===== config.mk =====
export PLATFORM = sky130hd
export DESIGN_NAME = msi_vec_table
export DESIGN_NICKNAME = d
export VERILOG_FILES = /design/src/rtl/msi_tab_pkg.sv /design/src/rtl/msi_tab_store.sv /design/src/rtl/msi_tab_match.sv /design/src/rtl/msi_msg_addr.sv /design/src/rtl/msi_vec_table.sv
export SDC_FILE = /design/constraint.sdc
export NUM_CORES = 2
export LEC_CHECK = 0
export BUFFER_PORTS_ARGS = -buffer_cell sky130_fd_sc_hd__buf_2
export CAP_MARGIN = 10
export CORE_MARGIN = 5
export CORE_UTILIZATION = 55
export DETAILED_ROUTE_END_ITERATION = 8
export PLACE_DENSITY = 0.8
export SLEW_MARGIN = 20
export SYNTH_ARGS = -nofsm -noshare
export SYNTH_HDL_FRONTEND = slang
export SYNTH_SLANG_ARGS = --single-unit

===== constraint.sdc =====
create_clock -name clk -period 7.1 [get_ports clk]
set_clock_uncertainty 0.05 [all_clocks]
set_input_delay 0.355 -clock clk [delete_from_list [all_inputs] [get_ports clk]]
set_output_delay 0.355 -clock clk [all_outputs]
set_load 0.02 [all_outputs]

===== src/rtl/msi_tab_pkg.sv =====
// Shared types and codes for the MSI vector allocation table.
// Assumes nothing beyond being compiled before the modules that import it.
package msi_tab_pkg;
    typedef enum logic [2:0] {
        ST_IDLE,
        ST_SCAN,
        ST_ALLOC,
        ST_EMIT,
        ST_DONE
    } msi_state_t;

    localparam logic [7:0] STAT_OK        = 8'h00;
    localparam logic [7:0] STAT_HW_ERR    = 8'hFF;
    localparam logic [7:0] STAT_PARAM_ERR = 8'hFD;

    localparam logic [1:0] TYPE_NONE = 2'd0;
    localparam logic [1:0] TYPE_MSI  = 2'd1;
    localparam logic [1:0] TYPE_MSIX = 2'd2;

    // Map a change function code to the interrupt type it selects.
    function automatic logic [1:0] decode_func(input logic [3:0] func);
        case (func)
            4'd1, 4'd3: decode_func = TYPE_MSI;
            4'd4:       decode_func = TYPE_MSIX;
            default:    decode_func = TYPE_NONE;
        endcase
    endfunction
endpackage


===== src/rtl/msi_tab_store.sv =====
// Entry storage: key, interrupt base and vector count for each slot.
// Assumes one write port and one combinational read port.
// Only the count is reset; a zero count marks the slot as empty.
module msi_tab_store #(
    parameter int ENTRIES = 32,
    parameter int IDX_W   = 5,
    parameter int KEY_W   = 32,
    parameter int IRQ_W   = 32,
    parameter int CNT_W   = 6
) (
    input  logic             clk,
    input  logic             rst_n,
    input  logic             wr_en,
    input  logic [IDX_W-1:0] wr_idx,
    input  logic [KEY_W-1:0] wr_key,
    input  logic [IRQ_W-1:0] wr_base,
    input  logic [CNT_W-1:0] wr_cnt,
    input  logic [IDX_W-1:0] rd_idx,
    output logic [KEY_W-1:0] rd_key,
    output logic [IRQ_W-1:0] rd_base,
    output logic [CNT_W-1:0] rd_cnt
);
    logic [KEY_W-1:0] key_q  [ENTRIES];
    logic [IRQ_W-1:0] base_q [ENTRIES];
    logic [CNT_W-1:0] cnt_q  [ENTRIES];

    for (genvar g = 0; g < ENTRIES; g++) begin : g_slot
        // Write one slot; reset clears only its occupancy count.
        always_ff @(posedge clk) begin
            if (!rst_n) begin
                cnt_q[g] <= '0;
            end else if (wr_en && (wr_idx == IDX_W'(g))) begin
                key_q[g]  <= wr_key;
                base_q[g] <= wr_base;
                cnt_q[g]  <= wr_cnt;
            end
        end
    end

    // Read port used by the scan.
    assign rd_key  = key_q[rd_idx];
    assign rd_base = base_q[rd_idx];
    assign rd_cnt  = cnt_q[rd_idx];
endmodule


===== src/rtl/msi_tab_match.sv =====
// Compares one table entry against the search key.
// Assumes that a zero count means the slot was never filled.
module msi_tab_match #(
    parameter int KEY_W = 32,
    parameter int CNT_W = 6
) (
    input  logic [KEY_W-1:0] ent_key,
    input  logic [CNT_W-1:0] ent_cnt,
    input  logic [KEY_W-1:0] key,
    output logic             slot_empty,
    output logic             slot_hit
);
    // Classify the entry as empty, matching or neither.
    always_comb begin
        slot_empty = (ent_cnt == '0);
        slot_hit   = !slot_empty && (ent_key == key);
    end
endmodule


===== src/rtl/msi_msg_addr.sv =====
// Forms the message address for a slot and a vector.
// Assumes WIN_BASE has zeros in the bits that slot and vector occupy.
module msi_msg_addr #(
    parameter int                ADDR_W   = 32,
    parameter int                IDX_W    = 5,
    parameter int                CNT_W    = 6,
    parameter logic [ADDR_W-1:0] WIN_BASE = 32'h9000_0000
) (
    input  logic [IDX_W-1:0]  slot,
    input  logic [CNT_W-1:0]  vec,
    input  logic              per_vec,
    output logic [ADDR_W-1:0] addr
);
    localparam int SLOT_SHIFT = 16;
    localparam int VEC_SHIFT  = 2;

    // Window base, slot page and (for MSI-X) the vector word.
    always_comb begin
        addr = WIN_BASE | (ADDR_W'(slot) << SLOT_SHIFT);
        if (per_vec) begin
            addr = addr | (ADDR_W'(vec) << VEC_SHIFT);
        end
    end
endmodule


===== src/rtl/msi_vec_table.sv =====
// MSI vector allocation table controller (top).
// Serves one change or query command at a time. The table scan takes one
// entry per cycle and stops at the first hit or empty slot. A new entry is
// written only after the external allocator grants a base. Assumes
// ENTRIES >= 2 and that the allocator answers every request eventually.
module msi_vec_table #(
    parameter int                ENTRIES  = 32,
    parameter int                KEY_W    = 32,
    parameter int                IRQ_W    = 32,
    parameter int                CNT_W    = 6,
    parameter int                SEQ_W    = 32,
    parameter int                ADDR_W   = 32,
    parameter logic [ADDR_W-1:0] WIN_BASE = 32'h9000_0000
) (
    input  logic              clk,
    input  logic              rst_n,
    input  logic              cmd_valid,
    output logic              cmd_ready,
    input  logic              cmd_query,
    input  logic [3:0]        cmd_func,
    input  logic [KEY_W-1:0]  cmd_key,
    input  logic [CNT_W-1:0]  cmd_count,
    input  logic [SEQ_W-1:0]  cmd_seq,
    input  logic [IRQ_W-1:0]  cmd_vec,
    output logic              alloc_req,
    output logic [CNT_W-1:0]  alloc_count,
    input  logic              alloc_grant,
    input  logic              alloc_fail,
    input  logic [IRQ_W-1:0]  alloc_base,
    output logic              msg_valid,
    output logic [ADDR_W-1:0] msg_addr,
    output logic              rsp_done,
    output logic [7:0]        rsp_status,
    output logic [CNT_W-1:0]  rsp_count,
    output logic [SEQ_W-1:0]  rsp_seq,
    output logic [1:0]        rsp_type,
    output logic [IRQ_W-1:0]  rsp_irq,
    output logic              rsp_edge
);
    import msi_tab_pkg::*;

    localparam int               IDX_W    = $clog2(ENTRIES);
    localparam logic [IDX_W-1:0] LAST_IDX = IDX_W'(ENTRIES - 1);

    msi_state_t       state;
    logic [KEY_W-1:0] key_q;
    logic [CNT_W-1:0] cnt_q;
    logic [SEQ_W-1:0] seq_q;
    logic [IRQ_W-1:0] vec_q;
    logic             query_q;
    logic [1:0]       type_q;
    logic [IDX_W-1:0] idx_q;
    logic [IDX_W-1:0] slot_q;
    logic [CNT_W-1:0] emit_q;

    logic [KEY_W-1:0] rd_key;
    logic [IRQ_W-1:0] rd_base;
    logic [CNT_W-1:0] rd_cnt;
    logic             slot_empty;
    logic             slot_hit;
    logic             tbl_wr;
    logic [1:0]       dec_type;
    logic [CNT_W-1:0] emit_last;

    msi_tab_store #(
        .ENTRIES(ENTRIES), .IDX_W(IDX_W), .KEY_W(KEY_W),
        .IRQ_W(IRQ_W), .CNT_W(CNT_W)
    ) u_store (
        .clk(clk), .rst_n(rst_n),
        .wr_en(tbl_wr), .wr_idx(slot_q), .wr_key(key_q),
        .wr_base(alloc_base), .wr_cnt(cnt_q),
        .rd_idx(idx_q), .rd_key(rd_key), .rd_base(rd_base), .rd_cnt(rd_cnt)
    );

    msi_tab_match #(.KEY_W(KEY_W), .CNT_W(CNT_W)) u_match (
        .ent_key(rd_key), .ent_cnt(rd_cnt), .key(key_q),
        .slot_empty(slot_empty), .slot_hit(slot_hit)
    );

    msi_msg_addr #(
        .ADDR_W(ADDR_W), .IDX_W(IDX_W), .CNT_W(CNT_W), .WIN_BASE(WIN_BASE)
    ) u_addr (
        .slot(slot_q), .vec(emit_q), .per_vec(type_q == TYPE_MSIX),
        .addr(msg_addr)
    );

    // Handshake, allocator and emission strobes follow the state.
    always_comb begin
        cmd_ready   = (state == ST_IDLE);
        alloc_req   = (state == ST_ALLOC);
        alloc_count = cnt_q;
        msg_valid   = (state == ST_EMIT);
        tbl_wr      = (state == ST_ALLOC) && alloc_grant;
        dec_type    = decode_func(cmd_func);
        emit_last   = (type_q == TYPE_MSIX) ? cnt_q - CNT_W'(1) : '0;
    end

    // Command sequencing: accept, scan, allocate, emit, respond.
    always_ff @(posedge clk) begin
        if (!rst_n) begin
            state      <= ST_IDLE;
            key_q      <= '0;
            cnt_q      <= '0;
            seq_q      <= '0;
            vec_q      <= '0;
            query_q    <= 1'b0;
            type_q     <= TYPE_NONE;
            idx_q      <= '0;
            slot_q     <= '0;
            emit_q     <= '0;
            rsp_done   <= 1'b0;
            rsp_status <= STAT_OK;
            rsp_count  <= '0;
            rsp_seq    <= '0;
            rsp_type   <= TYPE_NONE;
            rsp_irq    <= '0;
            rsp_edge   <= 1'b0;
        end else begin
            rsp_done <= 1'b0;
            case (state)
                ST_IDLE: begin
                    if (cmd_valid) begin
                        key_q      <= cmd_key;
                        cnt_q      <= cmd_count;
                        seq_q      <= cmd_seq;
                        vec_q      <= cmd_vec;
                        query_q    <= cmd_query;
                        type_q     <= cmd_query ? TYPE_NONE : dec_type;
                        idx_q      <= '0;
                        emit_q     <= '0;
                        rsp_status <= STAT_OK;
                        rsp_count  <= '0;
                        rsp_seq    <= '0;
                        rsp_type   <= TYPE_NONE;
                        rsp_irq    <= '0;
                        rsp_edge   <= 1'b0;
                        if (!cmd_query && dec_type == TYPE_NONE) begin
                            rsp_status <= STAT_PARAM_ERR;
                            rsp_done   <= 1'b1;
                            state      <= ST_DONE;
                        end else begin
                            state <= ST_SCAN;
                        end
                    end
                end
                ST_SCAN: begin
                    if (slot_hit || slot_empty || idx_q == LAST_IDX) begin
                        slot_q <= idx_q;
                        if (query_q) begin
                            rsp_status <= slot_hit ? STAT_OK : STAT_HW_ERR;
                            rsp_irq    <= slot_hit ? rd_base + vec_q : '0;
                            rsp_edge   <= slot_hit;
                            rsp_done   <= 1'b1;
                            state      <= ST_DONE;
                        end else if (cnt_q == '0) begin
                            rsp_status <= slot_hit ? STAT_OK : STAT_HW_ERR;
                            rsp_done   <= 1'b1;
                            state      <= ST_DONE;
                        end else if (slot_hit && rd_cnt == cnt_q) begin
                            state <= ST_EMIT;
                        end else if (slot_empty) begin
                            state <= ST_ALLOC;
                        end else begin
                            rsp_status <= STAT_HW_ERR;
                            rsp_done   <= 1'b1;
                            state      <= ST_DONE;
                        end
                    end else begin
                        idx_q <= idx_q + IDX_W'(1);
                    end
                end
                ST_ALLOC: begin
                    if (alloc_grant) begin
                        state <= ST_EMIT;
                    end else if (alloc_fail) begin
                        rsp_status <= STAT_HW_ERR;
                        rsp_done   <= 1'b1;
                        state      <= ST_DONE;
                    end
                end
                ST_EMIT: begin
                    emit_q <= emit_q + CNT_W'(1);
                    if (emit_q == emit_last) begin
                        rsp_status <= STAT_OK;
                        rsp_count  <= cnt_q;
                        rsp_seq    <= seq_q + SEQ_W'(1);
                        rsp_type   <= type_q;
                        rsp_done   <= 1'b1;
                        state      <= ST_DONE;
                    end
                end
                default: begin
                    state <= ST_IDLE;
                end
            endcase
        end
    end
endmodule


After elaboration in Yosys (flattened, before gate mapping)
Memory sizes are Yosys's and may differ from the RTL's. A register that Yosys moved wholly into a read port is not among the register bits.
Index checks and enable logic that the tools add are counted.

storage, ports and cells
  memories = 3
  flip-flop bits (word level) = 206
  input bits = 144
  output and inout port bits = 123
  bits in writable memories = 2240
  word-level logic and storage cells = 609

operators by class
  muxes and demuxes = 380
  eq/ne operators = 52
  bitwise operators = 33
  add/sub/neg operators = 5
  reductions and logical operators = 119

memory list
  memory          depth  bits a word  read ports  clocked after memory_dff  write ports  RTL line             text
  u_store.base_q  32     32           1           1                         1            msi_tab_store.sv:24  logic [IRQ_W-1:0] base_q [ENTRIES];
  u_store.key_q   32     32           1           1                         1            msi_tab_store.sv:23  logic [KEY_W-1:0] key_q [ENTRIES];
  u_store.cnt_q   32     6            1           1                         32           msi_tab_store.sv:25  logic [CNT_W-1:0] cnt_q [ENTRIES];

operators with widths
  kind                                                                   count
  32-bit two-way mux                                                     68
  32-bit OR reduction                                                    62
  5-bit two-way mux                                                      70
  6-bit two-way mux                                                      35
  1-bit two-way mux                                                      172
  32-bit case mux with 2 select lines                                    2
  8-bit two-way mux                                                      11
  5-bit equality test, second input constant                             17
  5-bit by 4-bit equality test with 1-bit output, second input constant  8
  1-bit logical AND                                                      36
  32-bit by 1-bit adder with 32-bit output, second input constant        1
  32-bit adder                                                           1
  32-bit equality test                                                   1
  1-bit OR                                                               32
  32-bit by 8-bit OR with 32-bit output                                  1
  8-bit case mux with 4 select lines                                     1
  3-bit two-way mux                                                      10
  6-bit case mux with 2 select lines                                     2
  5-bit by 3-bit equality test with 1-bit output, second input constant  4
  6-bit equality test                                                    2
  6-bit zero test                                                        2
  3-bit case mux with 4 select lines                                     1
  5-bit by 2-bit equality test with 1-bit output, second input constant  2
  2-bit inequality test, second input constant                           5
  other kinds (30)                                                       43

Logic depth before layout (Yosys ltp)
  depth after elaboration = 38
  depth in mapped cells = 28
  depth with buffers taken out = 17

By module
A second synthesis with hierarchy kept.

second synthesis, totals
  cells, all modules = 5689
  area, all modules = 97383.4 um^2

by module, submodules not included
  module         sequential area each (um^2)  times used  cells an instance  area each (um^2)
  msi_tab_store  67264.5                      1           4319               86664.4
  msi_vec_table  4003.8                       1           1291               10078.4
  msi_tab_match  0.0                          1           45                 400.4
  msi_msg_addr   0.0                          1           34                 240.2

Least setup slack after synthesis
Ideal clock, no wire load.

  kind = register to register
  from = reg with a tool-made name
  to = reg rsp_irq[24]
  arrival time = 6.337 ns
  library setup time = 0.117 ns
  required time = 6.933 ns
  cell stages (with the launch flop) = 29
  period minus slack after synthesis = 6.504 ns
  path slack = 0.596 ns
  path through = dfxtp_1 buf_6 buf_12 buf_12 buf_12 buf_12 buf_6 buf_2 buf_2 buf_2 buf_2 buf_1 mux4_2 mux4_2 nand2_1 nand2_1 ha_1 fa_1 a211oi_1 o21ai_0 a21oi_1 o21bai_1 a41oi_1 o211ai_1 a21oi_1 nor2b_1 o41ai_1 xnor2_1 a22o_1

RTL lines
  what                  RTL line              text
  end signal, assigned  msi_vec_table.sv:151  rsp_irq <= slot_hit ? rd_base + vec_q : '0;
  end, declared         msi_vec_table.sv:37   output logic [IRQ_W-1:0] rsp_irq,

==> reports/qor.yml <==
p_per_area_nw_per_um2: 270
synthFlopType: "edfxtp_1"
dieArea_um2: 186000
ir_drop_uv: 298
crit_fanout: 64
rsz0062_at_grt: "false"
hold_depth: 4
cts_buffers: 223
outcome: "complete, but fails checks"
synth_cell_type_count: 85
drc: 4
synth_seq_area_share_pct: 72.9
gr-total-overflow: 0
r2r_end: "rsp_irq[4]"
holdBufCountCts: 142
ios: 267
via_per_inst: 6.95
r2r_slack_ns: 0.90
final_layout_size_suffix_gt1_share_pct: 23.2
fp.dieH_um: 432
finalSetupViolations: 0
synth_edf_count: 2240
grt_max_degree: 87
dieWidth_um: 432
num_rows: 154
drtPass1Iterations: 9
grt_antenna_before_repair: 20
period_needed_ns: 6.20
slew_violations: 0
synth_warnings: 0
gp_congestion: 0.916
fin_setup_tns_ns: 0
failed_checks: "DRC"
critPathKind: "flip-flop to flip-flop"
ant_nets: 0
clk_pin_slew_ns: 0.07
start_kind: "flip-flop"
synth_area_leaders: "edfxtp_1, mux4_2, dfxtp_1, mux2i_1, nand2_1"
drt-total-wl_um: 290000
core_area_um2: 176000
synth_seq_cells: 2445
dp_hpwl_um: 148000
crit_arrival_ns: 6.91
hold_viol_final: 0
htreeDepth: 4
clock_sinks: 2445
fmax_ghz: 0.161
p_leak_nw: 35.9
async_flop_share_pct: 0
design_area_um2: 111000
synth.avg_cell_area_um2: 18.4
grt_first_pass_wirelength_um: 412000
synthCells: 5311
max_slew_margin_pct: 16.6
cts_buffer_depth: 3
vias: 57739
clock_latency_ns: 0.87
fillers: 11236
holdCritStartpoint: "alloc_grant"
grt_use_total_pct: 30.8
netlist_area_um2: 97900
post-cts-setup-buffer-count: 0
fin_crit_sh_pct: 87.4
start_util_pct: 55.4
crit_required_ns: 7.81
yosysTopAreaCellShare_pct: 68.7
synthToLayoutAreaGrowth_pct: 13.9
nNetsFinal: 5944
drt_iter0_drc: 9255
cts-resized-gates: 0
tightest_slew_ns: 1.25
placed_area_um2: 102000
wl_per_cell_um: 34.9
cts_tree: "yes"
cap_violations: 0
end_kind: "flip-flop"
grt_pass1_vias: 57052
root_buffer: "clkbuf_16"
yosysTopAreaCell: "edfxtp_1"
portBuffers: 245
hp-class: "primary input to flip-flop"
hold-path-endpoint: "state[2]"
rr_worst_depth: 12
cell usage in the layout (no fill, tap or decap), types with 21 or more instances in the layout:
cell type	netlist	layout
a21oi_1	214	214
a22o_1	40	40
a22oi_1	88	88
and2_1	111	111
and3_1	29	29
buf_12	5	38
buf_2	72	245
buf_4	46	122
bufinv_16	0	26
clkbuf_1	153	44
clkbuf_16	0	232
clkinv_1	4	34
clkinv_2	0	42
conb_1	2	21
dfxtp_1	205	197
dlygate4sd3_1	0	142
edfxtp_1	2240	2240
ha_1	37	37
mux2_2	26	26
mux2i_1	201	201
mux4_1	23	23
mux4_2	525	525
nand2_1	420	419
nand3_1	80	80
nand4_1	32	32
nor2_1	114	81
nor2_4	0	33
nor2b_1	33	31
nor3_1	132	132
o21ai_0	59	49
xnor2_1	53	53
xor2_1	39	39
cells in the mapped netlist, types with 23 or more instances:
cell type     n
a21oi_1     214
a22o_1       40
a22oi_1      88
and2_1      111
and3_1       29
buf_1        54
buf_2        72
buf_4        46
clkbuf_1    153
dfxtp_1     205
edfxtp_1   2240
ha_1         37
mux2_2       26
mux2i_1     201
mux4_1       23
mux4_2      525
nand2_1     420
nand3_1      80
nand4_1      32
nor2_1      114
nor2b_1      33
nor3_1      132
o21ai_0      59
xnor2_1      53
xor2_1       39
metrics by stage:
stage	power (mW)	hold slack, ns	util, %	worst slack [ns]	instances
finish	30.0	0.0776	63.1	0.896	8311
global route	30.8	0.0750	63.1	0.696	8303
global placement	17.6	0.389	57.9	1.23	7731
CTS	30.0	0.0163	63.1	1.01	8294
floorplan	17.2	0.391	-	0.596	5330
detailed placement	17.7	0.395	58.0	1.16	7733
area by class of cell:
cell class	instances	area, um^2	area share [%]
sequential	2445	71400	64.1
multi-input combinational	2516	25000	22.4
clock buffer	290	6150	5.52
timing repair buffer	548	4350	3.91
tap	2340	2930	2.63
clock inverter	129	1430	1.28
inverter	28	118	0.106
antenna	15	37.5	0.0337
power by group:
| part | internal [mW] | switching [mW] |
|---|---|---|
| combinational | 0.622 | 0.981 |
| clock | 7.07 | 5.44 |
| sequential | 15.8 | 0.0999 |
| total | 23.5 | 6.52 |
sequential cells by signal, summed over array words and instances (netlist names), 3 cells and up, named ones only:
name            flops
alloc_count         6
emit_q              6
idx_q               5
key_q              32
rsp_count           6
rsp_irq            32
rsp_seq            32
seq_q              32
slot_q              5
state               3
u_store.base_q   1024
u_store.cnt_q     192
u_store.key_q    1024
vec_q              32
critical path, cell delays in order, from the launching register on:
cell and delay [ns]:
dfxtp_4 1.11, buf_12 0.39, mux4_2 0.56, mux2i_1 0.20
mux2i_1 0.14, xor2_1 0.22, a2111oi_0 0.75, a31oi_1 0.30
or4b_1 0.64, nor3_4 0.54, nor4_2 0.20, o41a_4 0.58
a22o_1 0.31
cells by family after synthesis:
group                    Yosys count  synth area share [%]
flip-flops                      2445                  72.9
AND/OR/NAND/NOR                 1031                  5.06
multiplexers                     775                  15.1
AO/OA/AOI/OAI                    559                  3.77
buffers and inverters            369                  1.85
XOR/XNOR                          92                 0.823
adder cells (fa/ha/maj)           38                 0.494
other                              2               0.00768
how the worst max path moves through the flow:
stage                        to  slack, ns  depth (start not counted)
finish               rsp_irq[4]       0.90                         12
global route        rsp_irq[31]       0.70                         18
CTS                 rsp_irq[31]       1.01                         18
detailed placement  rsp_irq[31]       1.16                         18
global placement    rsp_irq[31]       1.23                         18
floorplan           rsp_irq[24]       0.60                         28
layer usage:
metal	up-vias	share of wire, %	GRT usage (%)
li1	22240	-	-
met3	1183	13	7.85
met4	12	6.9	17.5
met5	-	0.024	0
met1	28968	32	38.9
met2	5336	48	49.2
Note: power is estimated with default switching activity, not from simulation.
